File: config.mk
export PLATFORM = sky130hd
export DESIGN_NAME = uart_modem_ctl
export DESIGN_NICKNAME = d
export VERILOG_FILES = /design/src/rtl/uart_mctl_pkg.sv /design/src/rtl/uart_mctl_sync.sv /design/src/rtl/uart_mctl_route.sv /design/src/rtl/uart_mctl_status.sv /design/src/rtl/uart_modem_ctl.sv
export SDC_FILE = /design/constraint.sdc
export NUM_CORES = 1
export LEC_CHECK = 0
export BUFFER_PORTS_ARGS = -buffer_cell sky130_fd_sc_hd__buf_4
export CORE_ASPECT_RATIO = 1.25
export CORE_MARGIN = 2
export CORE_UTILIZATION = 30
export CTS_CLUSTER_DIAMETER = 150
export DETAILED_ROUTE_END_ITERATION = 7
export SLEW_MARGIN = 20
export SYNTH_ARGS = -nofsm -noshare
export SYNTH_HDL_FRONTEND = slang
export SYNTH_HIERARCHICAL = 1
export SYNTH_SLANG_ARGS = --single-unit
File: constraint.sdc
create_clock -name clk -period 1.6 [get_ports clk]
set_input_delay 0.4 -clock clk [delete_from_list [all_inputs] [get_ports clk]]
set_output_delay 0.4 -clock clk [all_outputs]
set_load 0.05 [all_outputs]
File: src/rtl/uart_mctl_pkg.sv
package uart_mctl_pkg;

    localparam int CTL_W     = 6;
    localparam int NUM_LINES = 4;
    localparam int STAT_W    = 2 * NUM_LINES;

    // Control word; bit positions matter (flow decode uses bits 1 and 5).
    typedef struct packed {
        logic afe;   // bit 5
        logic loop;  // bit 4
        logic out2;  // bit 3
        logic out1;  // bit 2
        logic rts;   // bit 1
        logic dtr;   // bit 0
    } mctl_t;

    // Modem lines, asserted high, in status-word order.
    typedef struct packed {
        logic dcd;
        logic ri;
        logic dsr;
        logic cts;
    } mlines_t;

    typedef enum logic [1:0] {
        FLOW_OFF      = 2'b00,
        FLOW_CTS_ONLY = 2'b01,
        FLOW_FULL     = 2'b11
    } flow_e;

    function automatic flow_e flow_decode(input mctl_t c);
        if (!c.afe)     return FLOW_OFF;
        else if (c.rts) return FLOW_FULL;
        else            return FLOW_CTS_ONLY;
    endfunction

    // Diagnostic wiring of control outputs onto status inputs.
    function automatic mlines_t loop_lines(input mctl_t c);
        mlines_t l;
        l.dsr = c.dtr;
        l.cts = c.rts;
        l.ri  = c.out1;
        l.dcd = c.out2;
        return l;
    endfunction

endpackage

File: src/rtl/uart_mctl_sync.sv
module uart_mctl_sync #(
    parameter int WIDTH  = 4,
    parameter int STAGES = 2
) (
    input  logic             clk,
    input  logic             rst,
    input  logic [WIDTH-1:0] d,
    output logic [WIDTH-1:0] q
);
    logic [WIDTH-1:0] stg [STAGES];

    genvar s;
    generate
        for (s = 0; s < STAGES; s++) begin : g_stage
            if (s == 0) begin : g_first
                always_ff @(posedge clk) begin
                    if (rst) stg[0] <= '0;
                    else     stg[0] <= d;
                end
            end else begin : g_next
                always_ff @(posedge clk) begin
                    if (rst) stg[s] <= '0;
                    else     stg[s] <= stg[s-1];
                end
            end
        end
    endgenerate

    assign q = stg[STAGES-1];
endmodule

File: src/rtl/uart_mctl_route.sv
module uart_mctl_route
    import uart_mctl_pkg::*;
(
    input  mctl_t   ctl,
    input  mlines_t ext_sync,
    input  logic    tx_bit,
    input  logic    sin_pin,
    output logic    sout_pin,
    output logic    rx_bit,
    output logic    dtr_n,
    output logic    rts_n,
    output logic    out1_n,
    output logic    out2_n,
    output mlines_t line_sel,
    output flow_e   flow
);
    always_comb begin
        if (ctl.loop) begin
            sout_pin = 1'b1;
            rx_bit   = tx_bit;
            dtr_n    = 1'b1;
            rts_n    = 1'b1;
            out1_n   = 1'b1;
            out2_n   = 1'b1;
            line_sel = loop_lines(ctl);
        end else begin
            sout_pin = tx_bit;
            rx_bit   = sin_pin;
            dtr_n    = ~ctl.dtr;
            rts_n    = ~ctl.rts;
            out1_n   = ~ctl.out1;
            out2_n   = ~ctl.out2;
            line_sel = ext_sync;
        end
        flow = flow_decode(ctl);
    end
endmodule

File: src/rtl/uart_mctl_status.sv
module uart_mctl_status
    import uart_mctl_pkg::*;
(
    input  logic    clk,
    input  logic    rst,
    input  mlines_t line_sel,
    input  logic    clr,
    output mlines_t level,
    output mlines_t delta
);
    mlines_t change;

    always_comb change = line_sel ^ level;

    always_ff @(posedge clk) begin
        if (rst) begin
            level <= '0;
            delta <= '0;
        end else begin
            level <= line_sel;
            // a change in the read cycle still gets flagged
            delta <= (clr ? mlines_t'('0) : delta) | change;
        end
    end
endmodule

File: src/rtl/uart_modem_ctl.sv
module uart_modem_ctl
    import uart_mctl_pkg::*;
#(
    parameter int SYNC_STAGES = 2
) (
    input  logic        clk,
    input  logic        rst,
    input  logic        ctl_wr,
    input  logic [5:0]  ctl_wdata,
    input  logic        stat_rd,
    input  logic        cts_n,
    input  logic        dsr_n,
    input  logic        dcd_n,
    input  logic        ri_n,
    input  logic        sin_pin,
    input  logic        tx_bit,
    output logic        sout_pin,
    output logic        rx_bit,
    output logic        dtr_n,
    output logic        rts_n,
    output logic        out1_n,
    output logic        out2_n,
    output logic [7:0]  modem_stat,
    output logic        auto_rts_en,
    output logic        auto_cts_en
);
    mctl_t   ctl_q;
    mlines_t ext_raw, ext_sync, line_sel, level, delta;
    flow_e   flow;

    always_ff @(posedge clk) begin
        if (rst)         ctl_q <= '0;
        else if (ctl_wr) ctl_q <= mctl_t'(ctl_wdata);
    end

    always_comb begin
        ext_raw.cts = ~cts_n;
        ext_raw.dsr = ~dsr_n;
        ext_raw.ri  = ~ri_n;
        ext_raw.dcd = ~dcd_n;
    end

    uart_mctl_sync #(.WIDTH(NUM_LINES), .STAGES(SYNC_STAGES)) u_sync (
        .clk (clk),
        .rst (rst),
        .d   (ext_raw),
        .q   (ext_sync)
    );

    uart_mctl_route u_route (
        .ctl      (ctl_q),
        .ext_sync (ext_sync),
        .tx_bit   (tx_bit),
        .sin_pin  (sin_pin),
        .sout_pin (sout_pin),
        .rx_bit   (rx_bit),
        .dtr_n    (dtr_n),
        .rts_n    (rts_n),
        .out1_n   (out1_n),
        .out2_n   (out2_n),
        .line_sel (line_sel),
        .flow     (flow)
    );

    uart_mctl_status u_status (
        .clk      (clk),
        .rst      (rst),
        .line_sel (line_sel),
        .clr      (stat_rd),
        .level    (level),
        .delta    (delta)
    );

    assign modem_stat  = {level, delta};
    assign auto_cts_en = flow[0];
    assign auto_rts_en = flow[1];
endmodule

## Yosys cells after proc, flatten, opt, wreduce, memory -nomap -nowiden

Memories as Yosys holds them, arrays and structs flattened.
Cells that the tools add are included.

- Divide/modulo/power cells: 0
- Mux-type cells: 15
- Multipliers: 0
- Equality and inequality tests: 0
- Shifts and indexed selects: 0
- Order comparisons: 0
- Reductions and logical operators: 0
- Bitwise gates (word level): 12
- Add/sub/neg operators: 0

Operators by type and width:

| cell | count |
|---|---|
| two-way mux 4 bit | 4 |
| two-way mux 1 bit | 9 |
| inverter 1 bit | 8 |
| two-way mux 2 bit | 2 |
| bitwise OR 4 bit | 1 |
| bitwise XOR 4 bit | 1 |
| bitwise OR 1 bit | 2 |

- Input port bits: 16
- Bits in latches: 0
- Bits in writable memories: 8
- Logic and storage cells: 42
- Register bits after elaboration: 14
- Memories: 1
- Memory bits (read-only): 0

Memories:

| memory | words | width | rd ports | clocked after memory_dff | wr ports | RTL line | RTL |
|---|---|---|---|---|---|---|---|
| u_sync.stg | 2 | 4 | 2 | 0 | 2 | uart_mctl_sync.sv:10 | `logic [WIDTH-1:0] stg [STAGES];` |

## Logic depth before layout (Yosys ltp)

Gate-level depths: netlist (run 1).

- Depth after elaboration: 3
- Depth in mapped cells: 4
- Gate-level depth less buffers: 3

## Modules after synthesis

The synthesis (run 1) kept the hierarchy.

Modules (own cells, without submodules):

| module | area each (µm²) | cells each | instances |
|---|---|---|---|
| uart_mctl_status | 265.3 | 24 | 1 |
| uart_modem_ctl | 229.0 | 23 | 1 |
| uart_mctl_sync | 210.2 | 16 | 1 |
| uart_mctl_route | 131.4 | 13 | 1 |

## Worst setup path before layout (run 1)

Ideal clock, no wire load.

- Path kind: register to output
- From: register ctl_q[4] (netlist bit)
- To: output dtr_n
- Cell stages (with the launch flop): 3
- Arrival: 884 ps
- Slack: 316 ps
- Buffers on the path: 1
- Cell sequence: dfxtp_1 > buf_6 > nand2b_1

- Cells in the longest elaborated chain, start to end: 1

RTL lines:

| element | RTL line | RTL |
|---|---|---|
| start, declared | uart_modem_ctl.sv:27 | `mctl_t ctl_q;` |
| start signal, assigned | uart_modem_ctl.sv:33 | `else if (ctl_wr) ctl_q <= mctl_t'(ctl_wdata);` |
| two-way mux 1 bit | uart_mctl_route.sv:18 | `if (ctl.loop) begin` |
| end, declared | uart_modem_ctl.sv:19 | `output logic dtr_n,` |

Every way passes these cells.

## Worst setup path after layout (run 1)

- From: register ctl_q[4] (netlist bit)
- To: output rx_bit

- Cells in the longest elaborated chain, start to end: 1

RTL lines:

| element | RTL line | RTL |
|---|---|---|
| two-way mux 1 bit | uart_mctl_route.sv:18 |  |
| end, declared | uart_modem_ctl.sv:18 | `output logic rx_bit,` |

Every way passes these cells.

==> results of run 1 <==
[power by group]
part	internal (W)	switching, W	total, W
Combinational	0.0000985	0.000128	0.000226
Sequential	0.000576	0.0000149	0.000591
Clock	0.0000875	0.000146	0.000233
Total	0.000762	0.000288	0.00105
[logic make-up (layout without fill, tap and decap cells)]
| kind of cell | after synthesis | in the layout | share of synthesized area [%] |
|---|---|---|---|
| AO/OA/AOI/OAI | 4 | 4 | 2.40 |
| XOR/XNOR | 4 | 4 | 4.19 |
| flip-flops | 22 | 22 | 52.7 |
| AND/OR/NAND/NOR | 28 | 28 | 19.2 |
| buffers and inverters | 7 | 39 | 5.39 |
| multiplexers | 11 | 11 | 16.2 |
[worst max-delay path: cells and delay by family (launching register included)]
family,cells,cell delay (ps)
mux,1,300
flops,1,380
buf+inv,1,150
[metal layers]
metal / wire [µm] / share of wire (%) / vias to the layer above
met5: 0 / 0 / -
met4: 12 / 0.86 / 0
met3: 128 / 9.1 / 2
met2: 668 / 48 / 23
met1: 591 / 42 / 241
li1: - / - / 301
[placed cells by master, fill, tap and decap left out]
cell type	Yosys	routed
a21oi_1	4	4
and2_1	1	1
buf_4	1	29
buf_6	2	3
clkbuf_4	0	3
dfxtp_1	22	21
dfxtp_4	0	1
inv_1	4	4
mux2_4	5	5
mux2i_1	6	6
nand2b_1	8	8
nor2_1	6	6
nor2b_1	12	12
or2_1	1	1
xnor2_1	4	4
[cell type report]
type                    instances  area, µm²  share of cell area [%]
flip-flops and latches         22        444                    39.4
well taps                      34       42.5                    3.78
clock buffers                   3       22.5                    2.00
inverters                       4       15.0                    1.33
multi-input cells              47        350                    31.1
repair buffers                 32        251                    22.3
[flip-flops by register name, indices dropped and copies added (netlist names)]
register,flops
u_status/level,4
u_sync/stg,8
u_status/delta,4
ctl_q,6
[path summary, 6_finish.rpt]
kind / end / slack [ps] / cells past startpoint
worst max-delay path: rx_bit / 80 / 2
worst min-delay path: ctl_q[5] / 330 / 3
worst max register to register: u_status/delta[2] / 420 / 4
worst min register to register: u_sync/stg[1][2] / 440 / 1
[through the flow]
stage	setup WS (ps)	total power (W)	hold WS, ps	instances	cell area (µm²)
after global routing	25.3	0.00111	319	142	1130
after detailed placement	247	0.000830	420	139	1090
after CTS	25.6	0.00107	325	142	1110
final	76.4	0.00105	333	142	1130
after floorplan	316	0.000754	414	76	836
after global placement	253	0.000826	418	139	1090
[timing repair]
| item | 4_1_cts | 5_1_grt |
|---|---|---|
| resized for setup | 1 | 4 |
| hold buffers | 0 | 0 |
| endpoints found under the hold margin | 0 | 0 |
| setup endpoints to repair | 4 | 4 |
==> flow_metrics.env, run 1 <==
export IMPL_standby_leakage_power_nw=0.512
export IMPL_gpl_final_weighted_congestion=0.613
export IMPL_dr_total_vias=567
export IMPL_slew_violations=0
export IMPL_critPathMaxStageDelay_ps=380
export IMPL_rsz0062_at_grt="false"
export IMPL_timing_clock_skew_ps=3.42
export IMPL_i_o_buffers=31
export IMPL_largest_area_contributor_in_the_netlist="dfxtp_1"
export IMPL_gr_max_usage_layer="met2"
export IMPL_worstPathCellList="mux2_4 > buf_6"
export IMPL_clock_fmax_mhz=656
export IMPL_cts_num_sinks=22
export IMPL_drc_errors_left=0
export IMPL_min_period_ps=1520
export IMPL_timing_worst_slew_pin_value_ps=222
export IMPL_antenna_cells_inserted=0
export IMPL_synth_seq_area_share_pct=52.7
export IMPL_setup_violations_final=0
export IMPL_floorplan_core_area_um2=2650
export IMPL_crit_path_top_delay_cell="dfxtp_4"
export IMPL_synthesis_area_um2=836
export IMPL_cap_violations=0
export IMPL_cts_buffers=3
export IMPL_nets_in_the_synthesized_netlist=92
export IMPL_clockBufferDepth=2
export IMPL_clkLatencyLatePin_ps=290
export IMPL_start_kind="flip-flop"
export IMPL_timing_critical_path_required_ps=1200
export IMPL_wire_per_inst_um=9.86
export IMPL_critPathMaxFanout=4
export IMPL_wire_length_of_the_first_global_routing_pass_mm=2.40
export IMPL_synthTopCellsByCount="dfxtp_1, nor2b_1, nand2b_1, mux2i_1, nor2_1"
export IMPL_grt_max_degree=23
export IMPL_synth_most_common_cell="dfxtp_1"
export IMPL_outcome="finished, final reports clean"
export IMPL_synthArstFlopShare_pct=0
export IMPL_min_delay_path_class="in -> reg"
export IMPL_synth_flop_type="dfxtp_1"
export IMPL_synth_area_per_cell_um2=11.0
export IMPL_timing_worst_setup_path_type="reg -> out"
export IMPL_detail_route_antenna_nets=0
export IMPL_grt_util_met2_pct=16.7
export IMPL_nNetsFinal=126
export IMPL_fp_row_count=21
export IMPL_postSynthRegisterBits=22
export IMPL_finalWirelength_mm=1.40
export IMPL_grt_pass1_vias=557
export IMPL_slew_headroom_pct=85.2
export IMPL_synth_unique_cells=13
export IMPL_share_of_final_layout_standard_cells_stronger_than_drive_strength_1_pct=38.0
export IMPL_layout_worst_path_cycle_share_pct=95.2
export IMPL_syn_inst=76
export IMPL_area_growth_pct=34.7
export IMPL_cts_root_buf="clkbuf_4"
export IMPL_drt_pre_antenna_iters=3
export IMPL_synth_enable_flop_cells=0
export IMPL_fillCellCount=273
export IMPL_hp_start="ctl_wdata[5]"
export IMPL_synth_top_cell_area_share_pct=52.7
export IMPL_crit_reg2reg_launch="ctl_q[4]"
export IMPL_cts_htree_levels=1
export IMPL_power_density_nw_per_um2=933
export IMPL_fp_dieH_um=63.0
export IMPL_post_cts_repair_setup_buffers=0
export IMPL_drt_iter0_markers=2
export IMPL_drt_vias_per_instance=3.99
export IMPL_grt_met1_usage_pct=10.7
export IMPL_hold_violations=0
export IMPL_vdd_drop_max_mv=0.268
export IMPL_tritoncts="done"
export IMPL_cp_arrival_ps=1120
export IMPL_fin_util_pct=42.4
export IMPL_synthesis_yosys_warnings=6
export IMPL_finalSetupTns_ps=0
export IMPL_clkTransAtPathRegs_ps=110
export IMPL_grt_util_all_layers_pct=9.87
export IMPL_global_route_overflow_total=0
export IMPL_die_x_um=51.2
export IMPL_boundaryPins=32
export IMPL_groute_layer_met3_usage_pct=2.63
export IMPL_grt_antenna_before_repair=0
export IMPL_initial_core_util_pct=31.5
export IMPL_fp_dieArea_um2=3230
export IMPL_startpoint="ctl_q[4]"
export IMPL_timing_critical_path_to_type="output pin"
export IMPL_synth_area_top_cells="dfxtp_1, mux2_4, nor2b_1, mux2i_1, nand2b_1"
(Power assumes the default switching activity.)
==> run 2: changes to the inputs <==
==> constraint.sdc (replaced) <==
create_clock -name clk -period 1.6 [get_ports clk]
set_input_delay 0.24 -clock clk [delete_from_list [all_inputs] [get_ports clk]]
set_output_delay 0.24 -clock clk [all_outputs]
set_load 0.05 [all_outputs]
==> run 2 against run 1 <==
Wire length down 0.50%. Design area down 1.2%. Count of clock-buffer cells in the layout stayed put. Cell count stayed put. Hold slack got worse by 160 ps. Sequential share of layout area rose by 0.26 points. Global-route usage fell by 0.10 points. Largest cell class unchanged.
==> flow_metrics.env, run 2 (synthesis gave the netlist of run 1 again) <==
export IMPL_largestRegisters="u_sync/stg: 8 flops, ctl_q: 6 flops"
export IMPL_slew_headroom_pct=86.0
export IMPL_largest_register_ff_count=8
export IMPL_fillCellCount=276
export IMPL_fp_dieH_um=63.0
export IMPL_fp_row_count=21
export IMPL_groute_layer_met3_usage_pct=2.39
export IMPL_outcome="finished, final reports clean"
export IMPL_vdd_drop_max_mv=0.357
export IMPL_timing_critical_path_required_ps=1360
export IMPL_clock_fmax_mhz=691
export IMPL_gpl_final_weighted_congestion=0.642
export IMPL_die_x_um=51.2
export IMPL_critPathMaxFanout=7
export IMPL_boundaryPins=32
export IMPL_crit_path_top_delay_cell="dfxtp_2"
export IMPL_drt_iter0_markers=1
export IMPL_setup_violations_final=0
export IMPL_most_common_layout_cells="buf_4, dfxtp_1, nor2b_1, nand2b_1"
export IMPL_cts_num_sinks=22
export IMPL_cts_htree_levels=1
export IMPL_startpoint="ctl_q[4]"
export IMPL_grt_pass1_vias=515
export IMPL_global_route_overflow_total=0
export IMPL_drc_errors_left=0
export IMPL_fp_dieArea_um2=3230
export IMPL_i_o_buffers=31
export IMPL_cts_root_buf="clkbuf_4"
export IMPL_share_of_final_layout_standard_cells_stronger_than_drive_strength_1_pct=38.0
export IMPL_final_common_cell="buf_4"
export IMPL_drt_pre_antenna_iters=2
export IMPL_hp_start="ctl_wdata[5]"
export IMPL_critPathMaxStageDelay_ps=420
export IMPL_clkLatencyLatePin_ps=290
export IMPL_grt_max_degree=23
export IMPL_cp_arrival_ps=1210
export IMPL_hold_violations=0
export IMPL_initial_core_util_pct=31.5
export IMPL_clockBufferDepth=2
export IMPL_slew_violations=0
export IMPL_power_density_nw_per_um2=941
export IMPL_clkTransAtPathRegs_ps=110
export IMPL_gr_max_usage_layer="met2"
export IMPL_cts_hold_repair_buffers=0
export IMPL_crit_reg2reg_launch="ctl_q[4]"
export IMPL_floorplan_core_area_um2=2650
export IMPL_start_kind="flip-flop"
export IMPL_wire_length_of_the_first_global_routing_pass_mm=2.28
export IMPL_layout_worst_path_cycle_share_pct=90.4
export IMPL_cap_violations=0
export IMPL_drt_vias_per_instance=4.05
export IMPL_largest_register="u_sync/stg"
export IMPL_dr_total_vias=575
export IMPL_worst_path_buf_inv=1
export IMPL_antenna_cells_inserted=0
export IMPL_grt_met1_usage_pct=11.3
export IMPL_grt_antenna_before_repair=0
export IMPL_seqCellArea_um2=442
export IMPL_nNetsFinal=126
export IMPL_rsz0062_at_grt="false"
export IMPL_tritoncts="done"
export IMPL_cts_buffers=3
export IMPL_detail_route_antenna_nets=0
export IMPL_standby_leakage_power_nw=0.508
export IMPL_critPathTopFamily="flip-flops"
export IMPL_multiInputGateArea_um2=350
export IMPL_placed_cells_incl_taps=139
export IMPL_worstPathCellList="mux2_4 > buf_4"
export IMPL_grt_util_met2_pct=15.4
export IMPL_finalWirelength_mm=1.39
export IMPL_post_dp_hpwl_mm=1.08
export IMPL_timing_critical_path_to_type="output pin"
export IMPL_stdcell_count=142
export IMPL_grt_util_all_layers_pct=9.77
export IMPL_area_growth_pct=33.1
export IMPL_wire_per_inst_um=9.81
export IMPL_min_delay_path_class="in -> reg"
export IMPL_timing_worst_slew_pin_value_ps=211
export IMPL_timing_worst_setup_path_type="reg -> out"
export IMPL_timing_clock_skew_ps=0.360
export IMPL_finalSetupTns_ps=0
export IMPL_min_period_ps=1450
[run 2: cell types whose count changed in the layout (fill, tap and decap cells not counted)]
cell     previous run  this run
buf_4              29        32
buf_6               3         0
dfxtp_2             0         1
dfxtp_4             1         0
[run 2: routing by layer]
layer | wire length (µm) | vias to the layer above
met2 | 664 | 25
li1 | - | 302
met1 | 566 | 244
met4 | 35 | 0
met3 | 127 | 4
met5 | 0 | -
[run 2: cell type report]
cell class                      count  area share (%)
Tap cell                           34            3.82
Sequential cell                    22            39.7
Multi-Input combinational cell     47            31.5
Clock buffer                        3            2.02
Timing Repair Buffer               32            21.6
Inverter                            4            1.35
[run 2: through the flow]
step                      instance area (µm²)  hold WS, ps  util, %  total power (W)  setup slack [ps]
after floorplan                           836          309        -         0.000754               476
after global placement                   1090          419     41.0         0.000827               338
after detailed placement                 1090          423     41.0         0.000830               309
after CTS                                1110          167     41.9          0.00107              46.1
after global routing                     1110          164     41.9          0.00111              84.8
final                                    1110          175     41.9          0.00105               153
[run 2: worst reg2reg max path: cells and delay by family, from the launching register on]
family,cells,cell delay (ps)
compound gates,1,130
xor+xnor,1,120
buf+inv,1,160
flops,1,420
mux,1,300
[run 2: path summary, 6_finish.rpt]
kind,end,slack (ps),cells past startpoint
worst min register to register,u_sync/stg[1][0],440,1
worst max register to register,u_status/delta[3],410,4
worst max-delay path,rx_bit,150,2
worst min-delay path,ctl_q[5],170,3
[run 2: where the power goes]
group	internal [W]	switching [W]
logic	0.0000953	0.000125
registers	0.000577	0.0000166
clock network	0.0000876	0.000145
total	0.000760	0.000286
[run 2: repair_timing]
item | 4_1_cts | 5_1_grt
hold endpoints to repair | 0 | 0
setup buffers | 0 | 0
resized for setup | 0 | 1
setup endpoints to repair | 0 | 2
==> run 3: changes to the inputs <==
--- a/config.mk
+++ b/config.mk
@@ -8,7 +8,11 @@
 export BUFFER_PORTS_ARGS = -buffer_cell sky130_fd_sc_hd__buf_4
+export CELL_PAD_IN_SITES_DETAIL_PLACEMENT = 0
+export CELL_PAD_IN_SITES_GLOBAL_PLACEMENT = 2
 export CORE_ASPECT_RATIO = 1.25
 export CORE_MARGIN = 2
-export CORE_UTILIZATION = 30
+export CORE_UTILIZATION = 28
 export CTS_CLUSTER_DIAMETER = 150
 export DETAILED_ROUTE_END_ITERATION = 7
+export PLACE_DENSITY_LB_ADDON = 0.1
+export SETUP_SLACK_MARGIN = 0.05
 export SLEW_MARGIN = 20
==> constraint.sdc (replaced) <==
create_clock -name clk -period 1.6 [get_ports clk]
set_input_delay 0.32 -clock clk [delete_from_list [all_inputs] [get_ports clk]]
set_output_delay 0.32 -clock clk [all_outputs]
set_load 0.05 [all_outputs]
==> run 3 against run 2 <==
Combinational power grew 2%. Sequential power is essentially flat. First-iteration DRC count grew to 11 times the previous value. Count of clock-buffer cells in the layout grew 1. Via count grew 2.3%. Cell count grew 2.8%. Sequential share of layout area shrank 0.82 points. Critical path depth is the same. Critical endpoint unchanged. Largest power group unchanged.
==> flow_metrics.env, run 3 (synthesis gave the netlist of run 1 again) <==
export IMPL_outcome="finished, final reports clean"
export IMPL_cts_hold_repair_buffers=0
export IMPL_clock_fmax_mhz=664
export IMPL_timing_worst_setup_path_type="reg -> out"
export IMPL_placed_cells_incl_taps=141
export IMPL_min_delay_path_class="in -> reg"
export IMPL_largest_register="u_sync/stg"
export IMPL_clkTransAtPathRegs_ps=120
export IMPL_timing_critical_path_required_ps=1280
export IMPL_drt_pre_antenna_iters=3
export IMPL_gpl_final_weighted_congestion=0.618
export IMPL_reg2reg_depth=4
export IMPL_drt_vias_per_instance=4.03
export IMPL_drt_iter0_markers=11
export IMPL_finalWirelength_mm=1.43
export IMPL_tritoncts="done"
export IMPL_timing_critical_path_to="rx_bit"
export IMPL_timing_clock_skew_ps=3.17
export IMPL_rsz0062_at_grt="true"
export IMPL_grt_pass1_vias=569
export IMPL_clkLatencyLatePin_ps=300
export IMPL_wire_per_inst_um=9.81
export IMPL_share_of_final_layout_standard_cells_stronger_than_drive_strength_1_pct=39.1
export IMPL_slew_headroom_pct=84.7
export IMPL_timing_critical_path_to_type="output pin"
export IMPL_start_kind="flip-flop"
export IMPL_cp_arrival_ps=1190
export IMPL_startpoint="ctl_q[4]"
export IMPL_hold_violations=0
export IMPL_detail_route_antenna_nets=0
export IMPL_layout_worst_path_cycle_share_pct=94.1
export IMPL_area_growth_pct=36.7
export IMPL_min_period_ps=1510
export IMPL_stdcell_count=146
export IMPL_cts_buffers=3
export IMPL_r2r_end="u_status/delta[2]"
export IMPL_die_x_um=52.9
export IMPL_wire_length_of_the_first_global_routing_pass_mm=2.28
export IMPL_global_route_overflow_total=0
export IMPL_largest_register_ff_count=8
export IMPL_fin_util_pct=39.5
export IMPL_power_density_nw_per_um2=973
export IMPL_setup_violations_final=0
export IMPL_holdWs_ps=246
export IMPL_finalSetupTns_ps=0
export IMPL_final_common_cell="buf_4"
export IMPL_cts_htree_levels=1
export IMPL_initial_core_util_pct=28.9
export IMPL_cts_root_buf="clkbuf_4"
export IMPL_grt_antenna_before_repair=0
export IMPL_fp_row_count=22
export IMPL_cts_num_sinks=22
export IMPL_slew_violations=0
export IMPL_i_o_buffers=31
export IMPL_nNetsFinal=127
export IMPL_largestRegisters="u_sync/stg: 8 flops, ctl_q: 6 flops"
export IMPL_post_dp_hpwl_mm=1.06
export IMPL_drc_errors_left=0
export IMPL_fp_dieArea_um2=3440
export IMPL_critPathMaxFanout=7
export IMPL_setup_reg_to_reg_worst_slack_ps=420
export IMPL_timing_worst_slew_pin_value_ps=230
export IMPL_crit_reg2reg_launch="ctl_q[4]"
export IMPL_vdd_drop_max_mv=0.409
export IMPL_floorplan_core_area_um2=2890
export IMPL_antenna_cells_inserted=0
export IMPL_grt_util_all_layers_pct=9.16
export IMPL_dr_total_vias=588
export IMPL_most_common_layout_cells="buf_4, dfxtp_1, nor2b_1, nand2b_1"
export IMPL_grt_max_degree=23
export IMPL_cap_violations=0
export IMPL_fp_dieH_um=65.1
export IMPL_clockBufferDepth=2
export IMPL_standby_leakage_power_nw=0.522
export IMPL_boundaryPins=32
## run 3: cell count changes in the layout (fill, tap and decap cells not counted), sizes merged
cell    change
clkbuf      +1
buf         +1
## run 3: how the worst min path moves through the flow
stage                           startpoint                end  slack (ps)  cells past startpoint
after CTS                     ctl_wdata[5]           ctl_q[5]         240                      3
after global routing          ctl_wdata[5]           ctl_q[5]         240                      3
after detailed placement  u_sync/stg[0][3]   u_sync/stg[1][3]         420                      1
final                         ctl_wdata[5]           ctl_q[5]         250                      3
after global placement    u_sync/stg[0][3]   u_sync/stg[1][3]         420                      1
after floorplan                        rst  u_status/delta[0]         390                      1
## run 3: layout make-up
| cell class | count | area (µm²) |
|---|---|---|
| flip-flops and latches | 22 | 444 |
| well taps | 36 | 45.0 |
| inverters | 4 | 15.0 |
| clock buffers | 4 | 36.3 |
| repair buffers | 33 | 251 |
| multi-input cells | 47 | 350 |
| fillers | 319 | 1750 |
## run 3: where the power goes
part	switching [W]	internal (W)	leakage, nW
clock	0.000157	0.000139	0.0210
sequential	0.0000161	0.000576	0.182
combinational	0.000126	0.0000979	0.319
## run 3: metal layers
layer	track usage (%)	share of wire, %	up-vias
li1	-	-	303
met1	9.01	43	267
met2	16.6	50	16
met3	2.07	5.0	2
met4	5.77	1.6	0
met5	0	0	-
## run 3: through the flow
step	setup WS [ps]	area [µm²]	total power [W]
2_1_floorplan	396	836	0.000754
3_3_place_gp	300	1090	0.000828
3_5_place_dp	281	1090	0.000830
4_1_cts	68.9	1130	0.00113
5_1_grt	44.9	1140	0.00117
6_report	94.8	1140	0.00111
## run 3: critical path, cell delays in order, from the launching register on
cell     delay [ps]
dfxtp_4         400
mux2_4          300
buf_4           190
## run 3: timing repair
item,4_1_cts,5_1_grt
resized for setup,2,1
endpoints found under the hold margin,0,0
setup buffers,0,1
setup endpoints to repair,3,2
